$ cat src/rtl/ifr_pkg.sv
package ifr_pkg;
   localparam logic [7:0] AVI_TYPE = 8'h82;
   localparam logic [7:0] AVI_VER  = 8'h02;
   localparam logic [7:0] AUD_TYPE = 8'h84;
   localparam logic [7:0] AUD_VER  = 8'h01;
   localparam int HDR_NB = 3;

   typedef enum logic [1:0] {
      ST_IDLE = 2'd0,
      ST_AVI  = 2'd1,
      ST_AUD  = 2'd2
   } ifr_state_e;
endpackage

$ cat src/rtl/ifr_cksum.sv
module ifr_cksum #(
   parameter int NB = 16
) (
   input  logic [NB*8-1:0] bytes_i,
   output logic [7:0]      cks_o
);
   if (NB < 1) begin : g_bad_nb
      $error("ifr_cksum: NB must be at least 1");
   end

   logic [7:0] acc;
   always_comb begin
      acc = 8'h00;
      for (int i = 0; i < NB; i++) acc = acc + bytes_i[i*8 +: 8];
      cks_o = 8'h00 - acc;
   end
endmodule

$ cat src/rtl/ifr_seq.sv
module ifr_seq
   import ifr_pkg::*;
#(
   parameter int AVI_TOT = 17,
   parameter int AUD_TOT = 14,
   parameter int IDX_W   = 5
) (
   input  logic             clk,
   input  logic             rst_n,
   input  logic             frame_start_i,
   input  logic             avi_set_i,
   input  logic             avi_cont_i,
   input  logic             aud_set_i,
   input  logic             aud_cont_i,
   input  logic             ready_i,
   output logic             snap_o,
   output logic             valid_o,
   output logic             last_o,
   output logic             aud_sel_o,
   output logic [IDX_W-1:0] idx_o,
   output logic             avi_pend_o,
   output logic             aud_pend_o
);
   localparam logic [IDX_W-1:0] AVI_LAST = IDX_W'(AVI_TOT - 1);
   localparam logic [IDX_W-1:0] AUD_LAST = IDX_W'(AUD_TOT - 1);

   if ((1 << IDX_W) < AVI_TOT || (1 << IDX_W) < AUD_TOT) begin : g_bad_idx
      $error("ifr_seq: IDX_W too narrow for packet length");
   end

   ifr_state_e st_q;
   logic       go_aud_q;
   logic       beat;
   logic       avi_done, aud_done;

   assign valid_o   = (st_q != ST_IDLE);
   assign aud_sel_o = (st_q == ST_AUD);
   assign last_o    = (st_q == ST_AVI) ? (idx_o == AVI_LAST)
                    : (st_q == ST_AUD) ? (idx_o == AUD_LAST) : 1'b0;
   assign beat      = valid_o && ready_i;
   assign snap_o    = (st_q == ST_IDLE) && frame_start_i && (avi_pend_o || aud_pend_o);
   assign avi_done  = (st_q == ST_AVI) && beat && last_o;
   assign aud_done  = (st_q == ST_AUD) && beat && last_o;

   always_ff @(posedge clk or negedge rst_n) begin
      if (!rst_n) begin
         st_q     <= ST_IDLE;
         idx_o    <= '0;
         go_aud_q <= 1'b0;
      end else begin
         case (st_q)
            ST_IDLE: if (snap_o) begin
               st_q     <= avi_pend_o ? ST_AVI : ST_AUD;
               go_aud_q <= aud_pend_o;
               idx_o    <= '0;
            end
            ST_AVI: if (beat) begin
               if (last_o) begin
                  idx_o <= '0;
                  st_q  <= go_aud_q ? ST_AUD : ST_IDLE;
               end else idx_o <= idx_o + 1'b1;
            end
            ST_AUD: if (beat) begin
               if (last_o) begin
                  idx_o <= '0;
                  st_q  <= ST_IDLE;
               end else idx_o <= idx_o + 1'b1;
            end
            default: st_q <= ST_IDLE;
         endcase
      end
   end

   always_ff @(posedge clk or negedge rst_n) begin
      if (!rst_n) begin
         avi_pend_o <= 1'b0;
         aud_pend_o <= 1'b0;
      end else begin
         if (avi_set_i) avi_pend_o <= 1'b1;
         else if (avi_done && !avi_cont_i) avi_pend_o <= 1'b0;
         if (aud_set_i) aud_pend_o <= 1'b1;
         else if (aud_done && !aud_cont_i) aud_pend_o <= 1'b0;
      end
   end

   // the stream starts only right after an accepted frame start
   p_start_after_frame_r7: assert property (@(posedge clk) disable iff (!rst_n)
      $rose(valid_o) |-> $past(frame_start_i));

   // one-shot packet disarms after its final beat
   p_oneshot_clear_r8: assert property (@(posedge clk) disable iff (!rst_n)
      (avi_done && !avi_cont_i && !avi_set_i) |=> !avi_pend_o);

   // repeat keeps the packet armed
   p_repeat_keep_r8: assert property (@(posedge clk) disable iff (!rst_n)
      (aud_done && aud_cont_i) |=> aud_pend_o);

   // audio never precedes video within a frame
   p_avi_first_r6: assert property (@(posedge clk) disable iff (!rst_n)
      ($past(st_q) == ST_AUD) |-> (st_q != ST_AVI));
endmodule

$ cat src/rtl/ifr_pkt_asm.sv
module ifr_pkt_asm
   import ifr_pkg::*;
#(
   parameter int AVI_NB = 13,
   parameter int AUD_NB = 10
) (
   input  logic                          clk,
   input  logic                          rst_n,
   input  logic                          frame_start_i,
   input  logic [AVI_NB*8-1:0]           avi_db_i,
   input  logic [2:0]                    aud_cc_i,
   input  logic [7:0]                    aud_ca_i,
   input  logic [3:0]                    aud_lsv_i,
   input  logic                          aud_dmi_i,
   input  logic                          avi_send_i,
   input  logic                          avi_cont_i,
   input  logic                          aud_send_i,
   input  logic                          aud_cont_i,
   input  logic                          ready_i,
   output logic [7:0]                    byte_o,
   output logic                          valid_o,
   output logic                          last_o,
   output logic                          aud_sel_o,
   output logic                          avi_pend_o,
   output logic                          aud_pend_o,
   output logic [((AVI_NB+5)/4)*32-1:0]  avi_words_o,
   output logic [63:0]                   aud_words_o
);
   localparam int AVI_TOT = AVI_NB + HDR_NB + 1;
   localparam int AUD_TOT = AUD_NB + HDR_NB + 1;
   localparam int MAX_TOT = (AVI_TOT > AUD_TOT) ? AVI_TOT : AUD_TOT;
   localparam int IDX_W   = $clog2(MAX_TOT);
   localparam int AVI_NW  = (AVI_NB + 5) / 4;

   if (AVI_NB < 1 || AVI_NB > 255) begin : g_bad_avi
      $error("ifr_pkt_asm: AVI_NB out of range");
   end
   if (AUD_NB < 5 || AUD_NB > 255) begin : g_bad_aud
      $error("ifr_pkt_asm: AUD_NB must cover the level-shift byte");
   end

   logic             snap;
   logic [IDX_W-1:0] idx;

   ifr_seq #(.AVI_TOT(AVI_TOT), .AUD_TOT(AUD_TOT), .IDX_W(IDX_W)) u_seq (
      .clk(clk), .rst_n(rst_n), .frame_start_i(frame_start_i),
      .avi_set_i(avi_send_i), .avi_cont_i(avi_cont_i),
      .aud_set_i(aud_send_i), .aud_cont_i(aud_cont_i),
      .ready_i(ready_i), .snap_o(snap), .valid_o(valid_o), .last_o(last_o),
      .aud_sel_o(aud_sel_o), .idx_o(idx),
      .avi_pend_o(avi_pend_o), .aud_pend_o(aud_pend_o));

   // shadow copy taken at the frame start that begins a transmission
   logic [AVI_NB*8-1:0] db_q;
   logic [2:0]          cc_q;
   logic [7:0]          ca_q;
   logic [3:0]          lsv_q;
   logic                dmi_q;

   always_ff @(posedge clk or negedge rst_n) begin
      if (!rst_n) begin
         db_q <= '0; cc_q <= '0; ca_q <= '0; lsv_q <= '0; dmi_q <= 1'b0;
      end else if (snap) begin
         db_q <= avi_db_i; cc_q <= aud_cc_i; ca_q <= aud_ca_i;
         lsv_q <= aud_lsv_i; dmi_q <= aud_dmi_i;
      end
   end

   logic [AUD_NB*8-1:0] aud_pb;
   always_comb begin
      aud_pb         = '0;
      aud_pb[7:0]    = {5'b0, cc_q};
      aud_pb[31:24]  = ca_q;
      aud_pb[39:32]  = {dmi_q, lsv_q, 3'b000};
   end

   logic [7:0] avi_cks, aud_cks;
   ifr_cksum #(.NB(AVI_NB + HDR_NB)) u_avi_cks (
      .bytes_i({db_q, 8'(AVI_NB), AVI_VER, AVI_TYPE}), .cks_o(avi_cks));
   ifr_cksum #(.NB(AUD_NB + HDR_NB)) u_aud_cks (
      .bytes_i({aud_pb, 8'(AUD_NB), AUD_VER, AUD_TYPE}), .cks_o(aud_cks));

   logic [7:0] avi_pkt [AVI_TOT];
   logic [7:0] aud_pkt [AUD_TOT];
   assign avi_pkt[0] = AVI_TYPE;
   assign avi_pkt[1] = AVI_VER;
   assign avi_pkt[2] = 8'(AVI_NB);
   assign avi_pkt[3] = avi_cks;
   assign aud_pkt[0] = AUD_TYPE;
   assign aud_pkt[1] = AUD_VER;
   assign aud_pkt[2] = 8'(AUD_NB);
   assign aud_pkt[3] = aud_cks;
   for (genvar g = 0; g < AVI_NB; g++) begin : g_avi_body
      assign avi_pkt[g+4] = db_q[g*8 +: 8];
   end
   for (genvar g = 0; g < AUD_NB; g++) begin : g_aud_body
      assign aud_pkt[g+4] = aud_pb[g*8 +: 8];
   end

   always_comb begin
      byte_o = 8'h00;
      for (int i = 0; i < AVI_TOT; i++)
         if (valid_o && !aud_sel_o && idx == IDX_W'(i)) byte_o = avi_pkt[i];
      for (int i = 0; i < AUD_TOT; i++)
         if (aud_sel_o && idx == IDX_W'(i)) byte_o = aud_pkt[i];
   end

   always_comb begin
      avi_words_o                      = '0;
      avi_words_o[7:0]                 = avi_cks;
      avi_words_o[8 +: AVI_NB*8]       = db_q;
      avi_words_o[AVI_NW*32-8 +: 8]    = AVI_VER;
   end
   assign aud_words_o = {16'h0000, dmi_q, lsv_q, 3'b000, ca_q, 21'h0, cc_q, aud_cks};

   logic [7:0] avi_sum, aud_sum;
   always_comb begin
      avi_sum = 8'h00;
      aud_sum = 8'h00;
      for (int i = 0; i < AVI_TOT; i++) avi_sum = avi_sum + avi_pkt[i];
      for (int i = 0; i < AUD_TOT; i++) aud_sum = aud_sum + aud_pkt[i];
   end

   // every packet sums to zero modulo 256
   p_sum_zero_r2: assert property (@(posedge clk) disable iff (!rst_n)
      valid_o |-> (avi_sum == 8'h00 && aud_sum == 8'h00));

   // byte held under backpressure
   p_hold_r10: assert property (@(posedge clk) disable iff (!rst_n)
      (valid_o && !ready_i) |=> (valid_o && $stable(byte_o)));

   // a transmission opens with a type byte
   p_first_type_r1: assert property (@(posedge clk) disable iff (!rst_n)
      $rose(valid_o) |-> (byte_o == AVI_TYPE || byte_o == AUD_TYPE));
endmodule

$ cat config.mk
export PLATFORM = sky130hd
export DESIGN_NAME = ifr_pkt_asm
export DESIGN_NICKNAME = d
export VERILOG_FILES = /design/src/rtl/ifr_pkg.sv /design/src/rtl/ifr_cksum.sv /design/src/rtl/ifr_seq.sv /design/src/rtl/ifr_pkt_asm.sv
export SDC_FILE = /design/constraint.sdc
export NUM_CORES = 1
export LEC_CHECK = 0
export BUFFER_PORTS_ARGS = -buffer_cell sky130_fd_sc_hd__buf_4
export CORE_ASPECT_RATIO = 1.1
export CORE_UTILIZATION = 30
export CTS_CLUSTER_SIZE = 8
export DETAILED_ROUTE_END_ITERATION = 8
export PLACE_DENSITY_LB_ADDON = 0.05
export SETUP_SLACK_MARGIN = 0.5
export SYNTH_ARGS = -nofsm -noshare
export SYNTH_HDL_FRONTEND = slang
export SYNTH_SLANG_ARGS = --single-unit
$ cat constraint.sdc
create_clock -name clk -period 11.7 [get_ports clk]
set_input_delay 2.34 -clock clk [delete_from_list [all_inputs] [get_ports clk]]
set_output_delay 2.34 -clock clk [all_outputs]
set_load 0.01 [all_outputs]
==> impl_metrics.env <==
export IMPL_status="complete, no violations"
export IMPL_placeableCoreArea_sq_mm=0.0323
export IMPL_synth_fa_ha_area_share_pct=19.2
export IMPL_clk_pin_slew_worst_paths_ns=0.06
export IMPL_cts_tree="done"
export IMPL_cts_resized=0
export IMPL_hold_class="reg -> reg"
export IMPL_async_flop_share_pct=100
export IMPL_yosysTopAreaCell="dfrtp_1"
export IMPL_path_max_fanout=4
export IMPL_maxCapViolations=0
export IMPL_worstPathArrival_ns=6.29
export IMPL_start_util_pct=30.5
export IMPL_seq_area_frac_synth_pct=33.1
export IMPL_ctsHoldBuffers=0
export IMPL_yosys_top_cells_area="dfrtp_1, fa_1, mux2_2"
export IMPL_yosysUniqueCellTypes=70
export IMPL_yosysMostFrequentCell="dfrtp_1"
export IMPL_synth_flop_cell="dfrtp_1"
export IMPL_numPortBuffers=276
export IMPL_slew_headroom_pct=40.3
export IMPL_grt_overflow=0
export IMPL_timing_final_crit_share_pct=73.7
export IMPL_die_w_microns=175
export IMPL_post_cts_buffers=0
export IMPL_drive_gt1_share_pct=39.4
export IMPL_rows=69
export IMPL_hold_viol=0
export IMPL_drt_total_wl_mm=36.0
export IMPL_nets=1385
export IMPL_dr_total_vias=7778
export IMPL_reg2reg_from="u_seq.st_q[0]"
export IMPL_yosys_warnings=0
export IMPL_drt_iter0_drc=471
export IMPL_cpMostUsedCell="fa_1"
export IMPL_cts_sinks=130
export IMPL_post_route_min_period_ns=8.63
export IMPL_synth_compound_area_share_pct=11.3
export IMPL_crit_required_ns=9.36
export IMPL_rsz0062_at_grt="false"
export IMPL_clk_latency_ns=0.45
export IMPL_finalNonFillerCells=1587
export IMPL_ys_ff_latch=130
export IMPL_skew_ns=0.0160
export IMPL_met3WireLength_mm=2.78
export IMPL_ant_nets=0
export IMPL_nFillCells=3277
export IMPL_hp_start="u_seq.go_aud_q"
export IMPL_yosysTopAreaCellShare_pct=33.1
export IMPL_syn_area_sq_mm=0.00983
export IMPL_dr_max_layer_used="met4"
export IMPL_tightest_slew_ns=0.896
export IMPL_syn_avg_cell_area_sq_um=11.0
export IMPL_grt_max_degree=75
export IMPL_num_io_pins=333
export IMPL_cp_startpoint="db_q[44]"
export IMPL_max_clock_path_buffers=2
export IMPL_crit_path_top_delay_cell="fa_1"
export IMPL_dp_hpwl_mm=29.1
export IMPL_crit_chain="fa_1 -> inv_1 -> fa_1 -> inv_1 -> fa_1 -> inv_1 -> fa_1 -> fa_1 -> fa_1 -> ha_1 -> a21o_1 -> a21oi_1 -> xnor2_1 -> a221oi_1 -> or3_1 -> a41o_1 -> o22ai_1 -> buf_4"
export IMPL_cts_buffers=17
export IMPL_slowest_delay_ns=0.58
export IMPL_synth_commonest_cells="dfrtp_1, mux2_2, inv_1"
export IMPL_route_detailed_drc=0
export IMPL_crit_path_end_kind="output pin"
export IMPL_critPathKind="reg -> out"
export IMPL_synth_simple_gate_area_share_pct=8.17
export IMPL_grt_pass1_vias=7776
export IMPL_setup_viol=0
export IMPL_antenna_cells=0
export IMPL_grt_usage_pct=21.9
export IMPL_htreeDepth=4
export IMPL_slew_viol_final=0
export IMPL_synth_enable_flop_cells=0
export IMPL_synthMuxAreaShare_pct=14.1
export IMPL_start_kind="register"
export IMPL_max_freq_ghz=0.116
export IMPL_yosys_area_share_xor_xnor_pct=2.99
export IMPL_wl_met2_mm=16.2
export IMPL_cts_root_buf="clkbuf_16"
export IMPL_dr_pass1_iters=5
export IMPL_globalplace_congestion=0.887
export IMPL_die_h_microns=192
export IMPL_postSynthCellCount=892
export IMPL_antenna_found_initial=0
export IMPL_whs_ns=0.505
export IMPL_met1_length_mm=16.0
export IMPL_synth_top_family_by_area="adder cells"
export IMPL_viasPerCell=4.90
export IMPL_area_growth_pct=28.8
export IMPL_dp_cells=1556
export IMPL_die_area_sq_mm=0.0335
export IMPL_fin_setup_tns_ns=0
export IMPL_wire_per_inst_microns=22.7
export IMPL_grt_pass1_wl_mm=52.5
## flip-flops by register name, summed over array words and instances, names as in the netlist
signal / flops
cc_q: 3
u_seq.avi_pend_o: 1
db_q: 104
u_seq.go_aud_q: 1
u_seq.idx_o: 5
dmi_q: 1
u_seq.st_q: 2
u_seq.aud_pend_o: 1
lsv_q: 4
ca_q: 8
## critical path: cells and delay by family (launching register included)
family          cells  cell delay [ns]
fa+ha+maj           7             3.36
simple gates        1             0.45
compound gates      5             0.99
xor+xnor            1             0.23
buf+inv             4             0.33
flops               1             0.46
## placed cells by master, fill, tap and decap left out, types with 4 or more instances in the layout
cell type and count:
a22oi_1 9, nand4_1 4, dfrtp_1 130, nand3b_1 4, o211ai_1 12, xnor2_1 25
a31oi_1 4, o21ai_0 26, xor2_1 6, nand3_1 16, nor3_1 8, a221oi_1 13
o31ai_1 5, a21oi_1 29, a221o_1 4, o2111ai_1 5, or3_1 4, o221ai_1 8
clkbuf_16 17, buf_4 282, a211oi_1 7, nor2b_1 4, nand2_1 36, bufinv_16 6
a21o_1 5, inv_1 103, fa_1 71, mux2_2 121, ha_1 37, nor2_1 22
and3_1 13, conb_1 56
## routing by layer
layer  global-route usage, %  up-vias
met5                       0        -
met3                    5.82       44
met2                    33.2      368
met1                    29.7     3871
met4                    8.46        0
li1                        -     3495
## kinds of logic after synthesis
logic type / count (synthesis)
multiplexers: 123
AO/OA/AOI/OAI: 153
adder cells (fa/ha/maj): 108
XOR/XNOR: 32
AND/OR/NAND/NOR: 142
flip-flops: 130
buffers and inverters: 202
other: 2
## layout make-up
class / count / area (sq um) / share of cell area [%]
well taps: 426 / 533 / 4.21
multi-input cells: 614 / 5690 / 44.9
repair buffers: 283 / 2130 / 16.8
clock inverters: 13 / 234 / 1.85
flip-flops and latches: 130 / 3250 / 25.7
clock buffers: 18 / 439 / 3.47
inverters: 103 / 387 / 3.05
## stage by stage
stage	cell area [sq um]	util [%]	setup WS, ns
finish	12700	39.2	3.07
global route	12700	39.2	2.91
CTS	12700	39.2	3.08
detailed placement	12000	37.1	3.58
global placement	12000	37.1	3.58
floorplan	10000	-	4.17
## worst paths after layout
check                                  to  slack [ns]  cells past startpoint
max reg2reg                      db_q[24]        8.68                      6
min                        u_seq.go_aud_q        0.51                      1
max in group asynchronous        db_q[13]        8.44                      2
min reg2reg                u_seq.go_aud_q        0.51                      1
max                             byte_o[6]        3.07                     18
min in group asynchronous        db_q[24]        1.93                      1
Power is left out: the tool's default activity adds up to more than one toggle a clock period on the data nets, which glitch-free logic cannot reach.
